<file path="config.mk">
export PLATFORM = sky130hd
export DESIGN_NAME = mac_unit
export DESIGN_NICKNAME = d
export VERILOG_FILES = /design/src/rtl/mac_pkg.sv /design/src/rtl/mac_ctrl.sv /design/src/rtl/mac_datapath.sv /design/src/rtl/mac_unit.sv
export SDC_FILE = /design/constraint.sdc
export NUM_CORES = 1
export LEC_CHECK = 0
export ABC_AREA = 0
export BUFFER_PORTS_ARGS = -buffer_cell sky130_fd_sc_hd__buf_2
export CAP_MARGIN = 20
export CORE_MARGIN = 2
export CORE_UTILIZATION = 32
export DETAILED_ROUTE_END_ITERATION = 10
export PLACE_DENSITY = 0.47
export SETUP_SLACK_MARGIN = 0.15
export SLEW_MARGIN = 20
export SYNTH_ARGS = -nofsm -noshare
export SYNTH_HDL_FRONTEND = slang
export SYNTH_SLANG_ARGS = --single-unit
</file>
<file path="constraint.sdc">
create_clock -name clk -period 20.8 [get_ports clk]
set_clock_uncertainty 0.05 [all_clocks]
set_input_delay 6.24 -clock clk [delete_from_list [all_inputs] [get_ports clk]]
set_output_delay 6.24 -clock clk [all_outputs]
set_load 0.01 [all_outputs]
</file>
<file path="src/rtl/mac_pkg.sv">
package mac_pkg;

  // Strobes issued by the control unit to the datapath
  typedef struct packed {
    logic [1:0] loadOperand;   // [0] = X register, [1] = Y register
    logic       updateResult;  // arithmetic write of the result register
    logic       preloadResult; // external write of the result register
  } macStrobes_t;

  // Latched arithmetic modes
  typedef struct packed {
    logic accumulate;
    logic subtract;
    logic twosComp;
    logic round;
  } macModes_t;

endpackage

</file>
<file path="src/rtl/mac_ctrl.sv">
module mac_ctrl
  import mac_pkg::*;
(
  input  logic        clk,
  input  logic        rst,
  input  logic        loadX,
  input  logic        loadY,
  input  logic        loadP,
  input  logic        preload,
  input  logic        accEn,
  input  logic        subEn,
  input  logic        signedMode,
  input  logic        roundEn,
  output macStrobes_t strobes,
  output macModes_t   modes
);

  logic      modeLoad;
  macModes_t modeReg;

  assign modeLoad = loadX | loadY;

  always_comb begin
    strobes.loadOperand   = {loadY, loadX};
    strobes.preloadResult = preload;
    strobes.updateResult  = loadP & ~preload;
  end

  always_ff @(posedge clk) begin
    if (rst) begin
      modeReg <= '0;
    end else if (modeLoad) begin
      modeReg.accumulate <= accEn;
      modeReg.subtract   <= subEn;
      modeReg.twosComp   <= signedMode;
      modeReg.round      <= roundEn;
    end
  end

  assign modes = modeReg;

  AST_MODE_HOLD: assert property (@(posedge clk) disable iff (rst)
    !(loadX || loadY) |=> $stable(modeReg));

  AST_MODE_CAPTURE: assert property (@(posedge clk) disable iff (rst)
    (loadX || loadY) |=> modeReg == {$past(accEn), $past(subEn), $past(signedMode), $past(roundEn)});

  AST_STROBE_EXCLUSIVE: assert property (@(posedge clk) disable iff (rst)
    !(strobes.updateResult && strobes.preloadResult));

endmodule

</file>
<file path="src/rtl/mac_datapath.sv">
module mac_datapath
  import mac_pkg::*;
#(
  parameter int DATA_W  = 16,
  parameter int GUARD_W = 3
) (
  input  logic                            clk,
  input  logic                            rst,
  input  macStrobes_t                     strobes,
  input  macModes_t                       modes,
  input  logic [DATA_W-1:0]               xIn,
  input  logic [DATA_W-1:0]               yIn,
  input  logic [2*DATA_W+GUARD_W-1:0]     preloadValue,
  output logic [2*DATA_W+GUARD_W-1:0]     result
);

  localparam int PROD_W  = 2 * DATA_W;
  localparam int ACC_W   = PROD_W + GUARD_W;
  localparam int EXT_W   = ACC_W - DATA_W;
  localparam int RND_POS = DATA_W - 1;

  logic [DATA_W-1:0] opIn  [2];
  logic [DATA_W-1:0] opReg [2];
  logic [ACC_W-1:0]  opWide[2];
  logic [ACC_W-1:0]  product;
  logic [ACC_W-1:0]  roundTerm;
  logic [ACC_W-1:0]  rounded;
  logic [ACC_W-1:0]  combined;
  logic [ACC_W-1:0]  resultReg;

  assign opIn[0] = xIn;
  assign opIn[1] = yIn;

  // Each operand gets its own register and its own width extension
  for (genvar i = 0; i < 2; i++) begin : g_operand
    always_ff @(posedge clk) begin
      if (rst) begin
        opReg[i] <= '0;
      end else if (strobes.loadOperand[i]) begin
        opReg[i] <= opIn[i];
      end
    end

    // Extend to the full accumulator width, so one modulo-2^ACC_W multiply
    // serves both signed and unsigned operands
    assign opWide[i] = {{EXT_W{modes.twosComp & opReg[i][DATA_W-1]}}, opReg[i]};

    AST_OPERAND_HOLD: assert property (@(posedge clk) disable iff (rst)
      !strobes.loadOperand[i] |=> $stable(opReg[i]));
  end

  assign product = opWide[0] * opWide[1];

  always_comb begin
    roundTerm          = '0;
    roundTerm[RND_POS] = modes.round;
  end

  assign rounded = product + roundTerm;

  always_comb begin
    if (!modes.accumulate) begin
      combined = rounded;
    end else if (modes.subtract) begin
      combined = rounded - resultReg;
    end else begin
      combined = rounded + resultReg;
    end
  end

  always_ff @(posedge clk) begin
    if (rst) begin
      resultReg <= '0;
    end else if (strobes.preloadResult) begin
      resultReg <= preloadValue;
    end else if (strobes.updateResult) begin
      resultReg <= combined;
    end
  end

  assign result = resultReg;

  AST_RESULT_HOLD: assert property (@(posedge clk) disable iff (rst)
    !(strobes.updateResult || strobes.preloadResult) |=> $stable(resultReg));

  AST_PRELOAD_WINS: assert property (@(posedge clk) disable iff (rst)
    strobes.preloadResult |=> resultReg == $past(preloadValue));

  AST_UNSIGNED_GUARD: assert property (@(posedge clk) disable iff (rst)
    (strobes.updateResult && !modes.accumulate && !modes.twosComp)
      |=> resultReg[ACC_W-1:PROD_W] == '0);

  AST_SIGNED_GUARD: assert property (@(posedge clk) disable iff (rst)
    (strobes.updateResult && !modes.accumulate && modes.twosComp)
      |=> ($countones(resultReg[ACC_W-1:PROD_W-1]) == 0 ||
           $countones(resultReg[ACC_W-1:PROD_W-1]) == GUARD_W + 1));

endmodule

</file>
<file path="src/rtl/mac_unit.sv">
module mac_unit
  import mac_pkg::*;
#(
  parameter int DATA_W  = 16,
  parameter int GUARD_W = 3
) (
  input  logic                        clk,
  input  logic                        rst,
  input  logic                        loadX,
  input  logic                        loadY,
  input  logic                        loadP,
  input  logic                        preload,
  input  logic [DATA_W-1:0]           xIn,
  input  logic [DATA_W-1:0]           yIn,
  input  logic                        accEn,
  input  logic                        subEn,
  input  logic                        signedMode,
  input  logic                        roundEn,
  input  logic [2*DATA_W+GUARD_W-1:0] preloadValue,
  output logic [GUARD_W-1:0]          resultExt,
  output logic [DATA_W-1:0]           resultHigh,
  output logic [DATA_W-1:0]           resultLow
);

  localparam int PROD_W = 2 * DATA_W;
  localparam int ACC_W  = PROD_W + GUARD_W;

  macStrobes_t      strobes;
  macModes_t        modes;
  logic [ACC_W-1:0] result;

  mac_ctrl u_ctrl (
    .clk        (clk),
    .rst        (rst),
    .loadX      (loadX),
    .loadY      (loadY),
    .loadP      (loadP),
    .preload    (preload),
    .accEn      (accEn),
    .subEn      (subEn),
    .signedMode (signedMode),
    .roundEn    (roundEn),
    .strobes    (strobes),
    .modes      (modes)
  );

  mac_datapath #(
    .DATA_W  (DATA_W),
    .GUARD_W (GUARD_W)
  ) u_datapath (
    .clk          (clk),
    .rst          (rst),
    .strobes      (strobes),
    .modes        (modes),
    .xIn          (xIn),
    .yIn          (yIn),
    .preloadValue (preloadValue),
    .result       (result)
  );

  // Field split of the result register
  assign resultExt  = result[ACC_W-1:PROD_W];
  assign resultHigh = result[PROD_W-1:DATA_W];
  assign resultLow  = result[DATA_W-1:0];

endmodule

</file>
==> results of run 1 <==
cell type report:
type                    count  area [µm²]  share of cell area [%]
repair buffers            117         601                    3.24
well taps                 688         861                    4.64
flip-flops and latches     71        1740                    9.38
clock inverters             3        46.3                   0.249
clock buffers              13         284                    1.53
inverters                 337        1260                    6.82
multi-input cells        1481       13800                    74.1
routing by layer:
layer	track usage [%]	share of wire, %
met2	28.0	45
met3	1.90	3.0
met5	0	0.027
met1	27.3	51
met4	1.78	0.42
synthesized netlist by cell type (7+ instances only):
library cell	count
inv_1	337
fa_1	297
nand2_1	218
and2_1	159
ha_1	122
a21oi_1	118
nor2_1	103
xnor2_1	76
clkbuf_1	67
o21ai_0	42
dfxtp_1	39
edfxtp_1	32
nor3_1	32
a211oi_1	24
xor2_1	22
a21o_1	19
and3_1	15
nand2b_1	14
nand3_1	14
o21a_1	14
or3_1	14
a31oi_1	13
nor2b_1	9
a211o_1	8
mux2i_1	8
nand4_1	8
nor3b_1	8
nor4_1	8
o21ai_1	7
registers in the layout, indices dropped and copies added, names as in the netlist:
register and cells:
u_ctrl.modes 4, u_datapath.result 35, u_datapath.opReg 32
layout by cell type (no fill, tap or decap), drive strengths merged, types with 9 or more instances in the layout:
cell type	instances
edfxtp	32
nand2b	14
ha	122
xnor2	76
o21a	15
clkbuf	13
nor2b	9
a21o	20
and2	159
and3	16
a31oi	13
a211oi	26
fa	297
o21ai	49
xor2	23
inv	337
a21oi	118
buf	117
nor2	103
nand3	14
dfxtp	39
nor3	34
nand2	218
or3	14
power by group:
group          leakage [nW]  switching [mW]  internal (mW)  total (mW)
Sequential            0.668          0.0559          0.167       0.223
Combinational          8.01            1.62           1.07        2.69
Clock                 0.159          0.0707          0.108       0.179
how the worst max path moves through the flow:
stage	from	endpoint	slack [ns]
floorplan	u_datapath.opReg[1][10]	u_datapath.result[34]	12.39
global placement	u_datapath.opReg[1][15]	u_datapath.result[34]	10.82
detailed placement	u_datapath.opReg[1][15]	u_datapath.result[34]	10.74
CTS	u_datapath.opReg[1][15]	u_datapath.result[34]	10.68
global route	u_datapath.opReg[1][15]	u_datapath.result[28]	10.11
finish	u_datapath.opReg[1][15]	u_datapath.result[34]	10.74
cell families after synthesis:
group | count (synthesis)
and+or+nand+nor | 630
adders and majority gates | 419
buffers and inverters | 414
AOI/OAI and AO/OA | 322
xor gates and xnor gates | 99
DFF | 71
muxes | 11
per-stage QoR:
| stage | area (µm²) | hold WS (ns) |
|---|---|---|
| 2_1_floorplan | 17100 | 0.386 |
| 3_3_place_gp | 18200 | 0.391 |
| 3_5_place_dp | 18200 | 0.398 |
| 4_1_cts | 18600 | 0.408 |
| 5_1_grt | 18600 | 0.424 |
| 6_report | 18600 | 0.409 |
critical path, delay by kind of cell (launching register included):
kind	cells	cell delay, ns
and+or+nand+nor	10	2.76
AOI/OAI and AO/OA	6	1.42
DFF	1	0.81
adders and majority gates	8	3.75
buffers and inverters	4	0.57
xor gates and xnor gates	3	0.57
==> key figures, run 1 <==
Power and ir drop
  • Total power: 3.09 mW
  • Peak VDD IR: 0.120 mV
  • Static Leak: just under 9 nW
  • Power per cell area: approximately 170 nW/µm²

Timing
  • Endpoints failing hold: 0
  • Slew Viols, Final: 0
  • Worst slew pin tran: between 1 and 1.5 ns
  • Final WS setup: 10.74 ns
  • Fmax achieved: slightly below 100 MHz
  • Setup violations, final: 0
  • Slew margin rel.: approximately a third
  • RSZ-0062 raised after global routing: false
  • Crit share post-route: between 40% and 50%
  • Min cycle time layout: roughly 10 ns
  • Setup TNS: 0 ns

Finish
  • Final Non-Filler Cells: 2710
  • Final Core Density: 35.2%
  • Layout cells sized above 1: slightly below 8%
  • ANT cells: 0
  • Filler cells: 5453
  • P&R area growth vs syn: 8.77%
  • Final nets: ~2500

Synth
  • Synth area leaders: fa_1 35%, ha_1 8.9%, inv_1 7.4%
  • Top-area cell type share of the netlist area: between 30% and 40%
  • XOR/XNOR share of the synthesized area: under 10%
  • Synth Area in Simple Gates: 18.4%
  • Area leader, netlist: fa_1
  • Dominant synthesized flop cell: dfxtp_1
  • FFs w/ async S/R, synth: 0%
  • Synth unique cells: between 80 and 90
  • Mux cell area share after synthesis: 0.667%
  • Synth Instances: about 2000
  • Synth Cell Area: 17100 µm²
  • Post-synthesis compound-gate area fraction: between 10% and 20%
  • Post-Synth Adder-Cell Area: a little over two fifths
  • Yosys warnings: 0
  • Post-synth EDFFs: 32
  • Main combinational cell family by area after synthesis: adder cells
  • Syn nets: roughly 2500
  • Register area share after synthesis: around a tenth
  • Avg Synthesized Cell Area: ~8.7 µm²
  • Synth Register Bits: between 70 and 80

Setup path
  • CP Class: reg -> reg
  • CP max FO: 17
  • Slowest Stage Delay on Critical Path: a little over 0.8 ns
  • Worst reg2reg path endpoint: u_datapath.result[34]
  • FF-to-FF Start: u_datapath.opReg[1][15]
  • Critical path required time: 21.00 ns
  • Most frequent CP cell: fa_1
  • Worst path arrival time: between 10 and 15 ns
  • CP Capture Type: register
  • R2r setup slk: between 10 and 15 ns
  • Slowest-stage cell, CP: edfxtp_1
  • CP Launch Type: register
  • Cell count of the worst reg-to-reg path: 31

Place
  • HPWL after DPL: 39200 µm
  • Port bufs: between 100 and 150
  • Post-placement cell count: 2694
  • Pre-CTS WS: 10.74 ns
  • Routability Congestion: around 0.85

Drt
  • Routed WL: approximately 48000 µm
  • DR vias/cell: 4.97
  • Initial detailed-routing violation count: a little under 1000
  • Post-route ant nets: 0
  • Vias: about 13000
  • Per-cell routed wire length: 17.7 µm
  • DRT Pass-1 Iters: 5
  • DR DRC count: 0

Worst hold path
  • Worst Hold Launch: u_ctrl.modes[2]
  • HP Class: reg -> reg
  • Hold Crit Depth: 2
  • Hold endpoint: u_ctrl.modes[2]

Clocking
  • H-tree lvl count: 3
  • TritonCTS Buffers: 9
  • Clock sink count: 71
  • Clock Latency Late Sink: 0.37 ns
  • Post-CTS Hold Buffers: 0
  • Clk buf depth: 2
  • Root Buffer: clkbuf_16
  • CTS clk-pin slew, worst paths: around 0.07 ns
  • Post-CTS Setup Bufs: 0
  • CTS tree: yes
  • Post-CTS Resized: 0

GRT
  • First-pass GRT wire length: around 79000 µm
  • Overflow left after global routing: 0
  • Gr usage total: roughly 18%
  • Largest net degree at the start of global routing: 72
  • Vias in the first global route: about 14000
  • Antenna violations before repair: 3

Floorplanning
  • I/O Pins: 112
  • Initial core utilization: 32.4%
  • Die area: roughly 55000 µm²
  • Core area: between 50000 and 60000 µm²
  • Chip Height: about 230 µm
  • Cell Rows: 84
  • Die width: 235 µm

Job
  • # Max-Cap Violations: 0

Run status
  • Outcome: finished, final reports clean
Power figures use the tool's default switching activity.
==> run 2, diff against run 1 <==
--- a/config.mk
+++ b/config.mk
@@ -5,13 +5,13 @@
 export SDC_FILE = /design/constraint.sdc
 export NUM_CORES = 1
 export LEC_CHECK = 0
-export ABC_AREA = 0
+export ABC_AREA = 1
 export BUFFER_PORTS_ARGS = -buffer_cell sky130_fd_sc_hd__buf_2
 export CAP_MARGIN = 20
 export CORE_MARGIN = 2
 export CORE_UTILIZATION = 32
 export DETAILED_ROUTE_END_ITERATION = 10
-export PLACE_DENSITY = 0.47
+export PLACE_DENSITY = 0.46
 export SETUP_SLACK_MARGIN = 0.15
 export SLEW_MARGIN = 20
 export SYNTH_ARGS = -nofsm -noshare
==> constraint.sdc (replaced) <==
create_clock -name clk -period 9.9 [get_ports clk]
set_clock_uncertainty 0.05 [all_clocks]
set_input_delay 2.97 -clock clk [delete_from_list [all_inputs] [get_ports clk]]
set_output_delay 2.97 -clock clk [all_outputs]
set_load 0.01 [all_outputs]
==> run 2 against run 1 <==
Against the previous run: global-route usage grew 3.1 points; setup slack got worse by 9.9 ns; fmax grew 11%; sequential share of layout area shrank 0.88 points; synthesized cell count rose by 38%; register-to-register slack worse by 9.9 ns; via count increased by 24%; non-clock buffer count grew 16; sequential cell count unchanged; critical path type unchanged; critical endpoint unchanged; highest routed layer is now met4.
==> key figures, run 2 <==
Run status
  • Outcome: finished, final reports clean

Synth
  • Area leader, netlist: fa_1
  • Post-synth EDFFs: 32 (unchanged)
  • Register area share after synthesis: 9.25% (-0.95 points)
  • FFs w/ async S/R, synth: 0% (unchanged)
  • Dominant synthesized flop cell: dfxtp_1
  • Synth area leaders: fa_1 32%, nand2_1 15%, inv_1 14%
  • Avg Synthesized Cell Area: 6.96 µm² (-20%)
  • Syn nets: 3202 (+30%)
  • List of most frequent post-synthesis cells: 728 x nand2_1, 688 x inv_1, 297 x fa_1, 190 x nor2_1, 122 x ha_1
  • Synth unique cells: 46 (-44%)
  • Yosys warnings: 0 (unchanged)
  • Top-area cell type share of the netlist area: 31.6% (-3.3 points)
  • Synth Cell Area: 18800 µm² (+10%)
  • Count leader, synth: nand2_1
  • Synth Instances: 2706 (+38%)
  • Synth Register Bits: 71 (unchanged)

Setup path
  • CP Capture Type: register
  • CP Class: reg -> reg
  • Worst path arrival time: 9.25 ns (-1.01 ns)
  • Slowest-stage cell, CP: fa_2
  • Slowest Stage Delay on Critical Path: 0.70 ns (-0.11 ns)
  • Most frequent CP cell: nand2_1
  • Critical path required time: 10.09 ns (-10.91 ns)
  • CP max FO: 10 (-7)
  • CP Launch Type: register

GRT
  • Overflow left after global routing: 0 (unchanged)
  • Gr usage total: 21.0% (+3.1 points)
  • Largest net degree at the start of global routing: 44 (-39%)
  • Vias in the first global route: 17389 (+24%)
  • First-pass GRT wire length: 98500 µm (+24%)
  • Antenna violations before repair: 0 (-3)

Drt
  • DR vias/cell: 4.73 (-4.8%)
  • Met3 Wirelength: 2230 µm (+57%)
  • Routed WL: 60700 µm (+27%)
  • Vias: 16678 (+24%)
  • Routed length on met2: 28200 µm (+30%)
  • Initial detailed-routing violation count: 1091 (+12%)
  • Highest routed layer: met4
  • DR DRC count: 0 (unchanged)
  • Per-cell routed wire length: 17.2 µm (-2.5%)
  • Post-route ant nets: 0 (unchanged)
  • Met1 WL: 29500 µm (+21%)
  • DRT Pass-1 Iters: 5 (unchanged)

Finish
  • FF+latch area: 1740 µm² (about the same)
  • P&R area growth vs syn: 8.85% (about the same)
  • Most frequent cells in the layout: 727 x nand2_1, 688 x inv_1, 296 x fa_1
  • Most common cell after layout, fill and taps aside: nand2_1
  • Layout cells sized above 1: 7.42% (-0.29 points)
  • Post-route cell area: 20500 µm² (+10%)
  • ANT cells: 0 (unchanged)
  • Final nets: 3253 (+29%)
  • Max FFs per register: 35 (unchanged)
  • Area occupied by multi-input gates: 14200 µm² (+3.0%)
  • Filler cells: 6376 (+17%)

Place
  • HPWL after DPL: 52800 µm (+35%)
  • Area post-placement: 20200 µm² (+11%)
  • Routability Congestion: 0.888 (+4.8%)
  • Port bufs: 111 (unchanged)
  • Pre-CTS WS: -0.170 ns (-10.91 ns)

Clocking
  • Clock Latency Late Sink: 0.39 ns (+0.02 ns)
  • Post-CTS Hold Buffers: 0 (unchanged)
  • Clock sink count: 71 (unchanged)
  • TritonCTS Buffers: 9 (unchanged)
  • H-tree lvl count: 3 (unchanged)
  • CTS clk-pin slew, worst paths: 0.08 ns (about the same)
  • Root Buffer: clkbuf_16
  • CTS tree: yes
  • Clk buf depth: 2 (unchanged)

Timing
  • Worst hold slack: 0.460 ns (+0.0507 ns)
  • Slew Viols, Final: 0 (unchanged)
  • Slew margin rel.: 35.3% (+3.6 points)
  • Setup TNS: 0 ns (unchanged)
  • Endpoints failing hold: 0 (unchanged)
  • Fmax achieved: 110 MHz (+11%)
  • Worst slew pin tran: 0.961 ns (-0.0621 ns)
  • Crit share post-route: 91.6% (+43 points)
  • RSZ-0062 raised after global routing: false
  • Setup violations, final: 0 (unchanged)
  • Min cycle time layout: 9.07 ns (-0.988 ns)
  • Final WS setup: 0.833 ns (-9.91 ns)

Floorplanning
  • Die area: 60800 µm² (+10%)
  • Core area: 57900 µm² (+10%)
  • I/O Pins: 112 (unchanged)
  • Die width: 247 µm (+4.9%)
  • Chip Height: 247 µm (+4.9%)
  • Cell Rows: 88 (+4.8%)
  • Initial core utilization: 32.5% (+0.094 points)

Job
  • # Max-Cap Violations: 0 (unchanged)

Worst hold path
  • HP Class: reg -> reg
## run 2: cell families (layout without fill, tap and decap cells)
| family | after synthesis | count (layout) | synth area share [%] |
|---|---|---|---|
| AOI/OAI and AO/OA | 229 | 229 | 7.21 |
| xor gates and xnor gates | 67 | 67 | 3.16 |
| adders and majority gates | 419 | 419 | 39.7 |
| buffers and inverters | 785 | 841 | 15.7 |
| DFF | 71 | 71 | 9.25 |
| and+or+nand+nor | 1135 | 1135 | 25.0 |
## run 2: through the flow
stage / std cells / util, %
floorplan: 2706 / -
global placement: 3511 / 34.8
detailed placement: 3511 / 34.8
CTS: 3527 / 35.3
global route: 3527 / 35.4
finish: 3527 / 35.4
## run 2: worst paths after layout
kind	from	to	slack, ns	cells past startpoint
min reg2reg	u_ctrl.modes[0]	u_ctrl.modes[0]	0.46	2
min	u_ctrl.modes[0]	u_ctrl.modes[0]	0.46	2
max	u_datapath.opReg[0][15]	u_datapath.result[34]	0.83	39
max reg2reg	u_datapath.opReg[0][15]	u_datapath.result[34]	0.83	39
## run 2: repair_timing
action / in CTS / in global routing
buffers inserted: 0 / 0
gates resized for setup: 3 / 7
setup endpoints to repair: 4 / 7
## run 2: cell type report
class                      count  area share [%]
clock buffer                   9            1.10
clock inverter                 7           0.360
inverter                     692            12.7
multi-input combinational   1850            69.2
sequential                    71            8.51
tap                          765            4.67
timing repair buffer         133            3.52
## run 2: layer usage
layer,track usage (%),up-vias
met4,3.63,0
li1,-,8158
met5,0,-
met2,34.7,343
met1,30.1,8133
met3,1.85,44
## run 2: worst max-delay path: cells and delay by family, from the launching register on
family / cells / cell delay (ns)
AOI/OAI and AO/OA: 4 / 0.68
adders and majority gates: 8 / 4.13
buffers and inverters: 5 / 0.66
and+or+nand+nor: 22 / 2.95
DFF: 1 / 0.45
Power of run 2 is not shown: default switching activity piles up to over one toggle a cycle in this logic, so the estimate is an artifact.
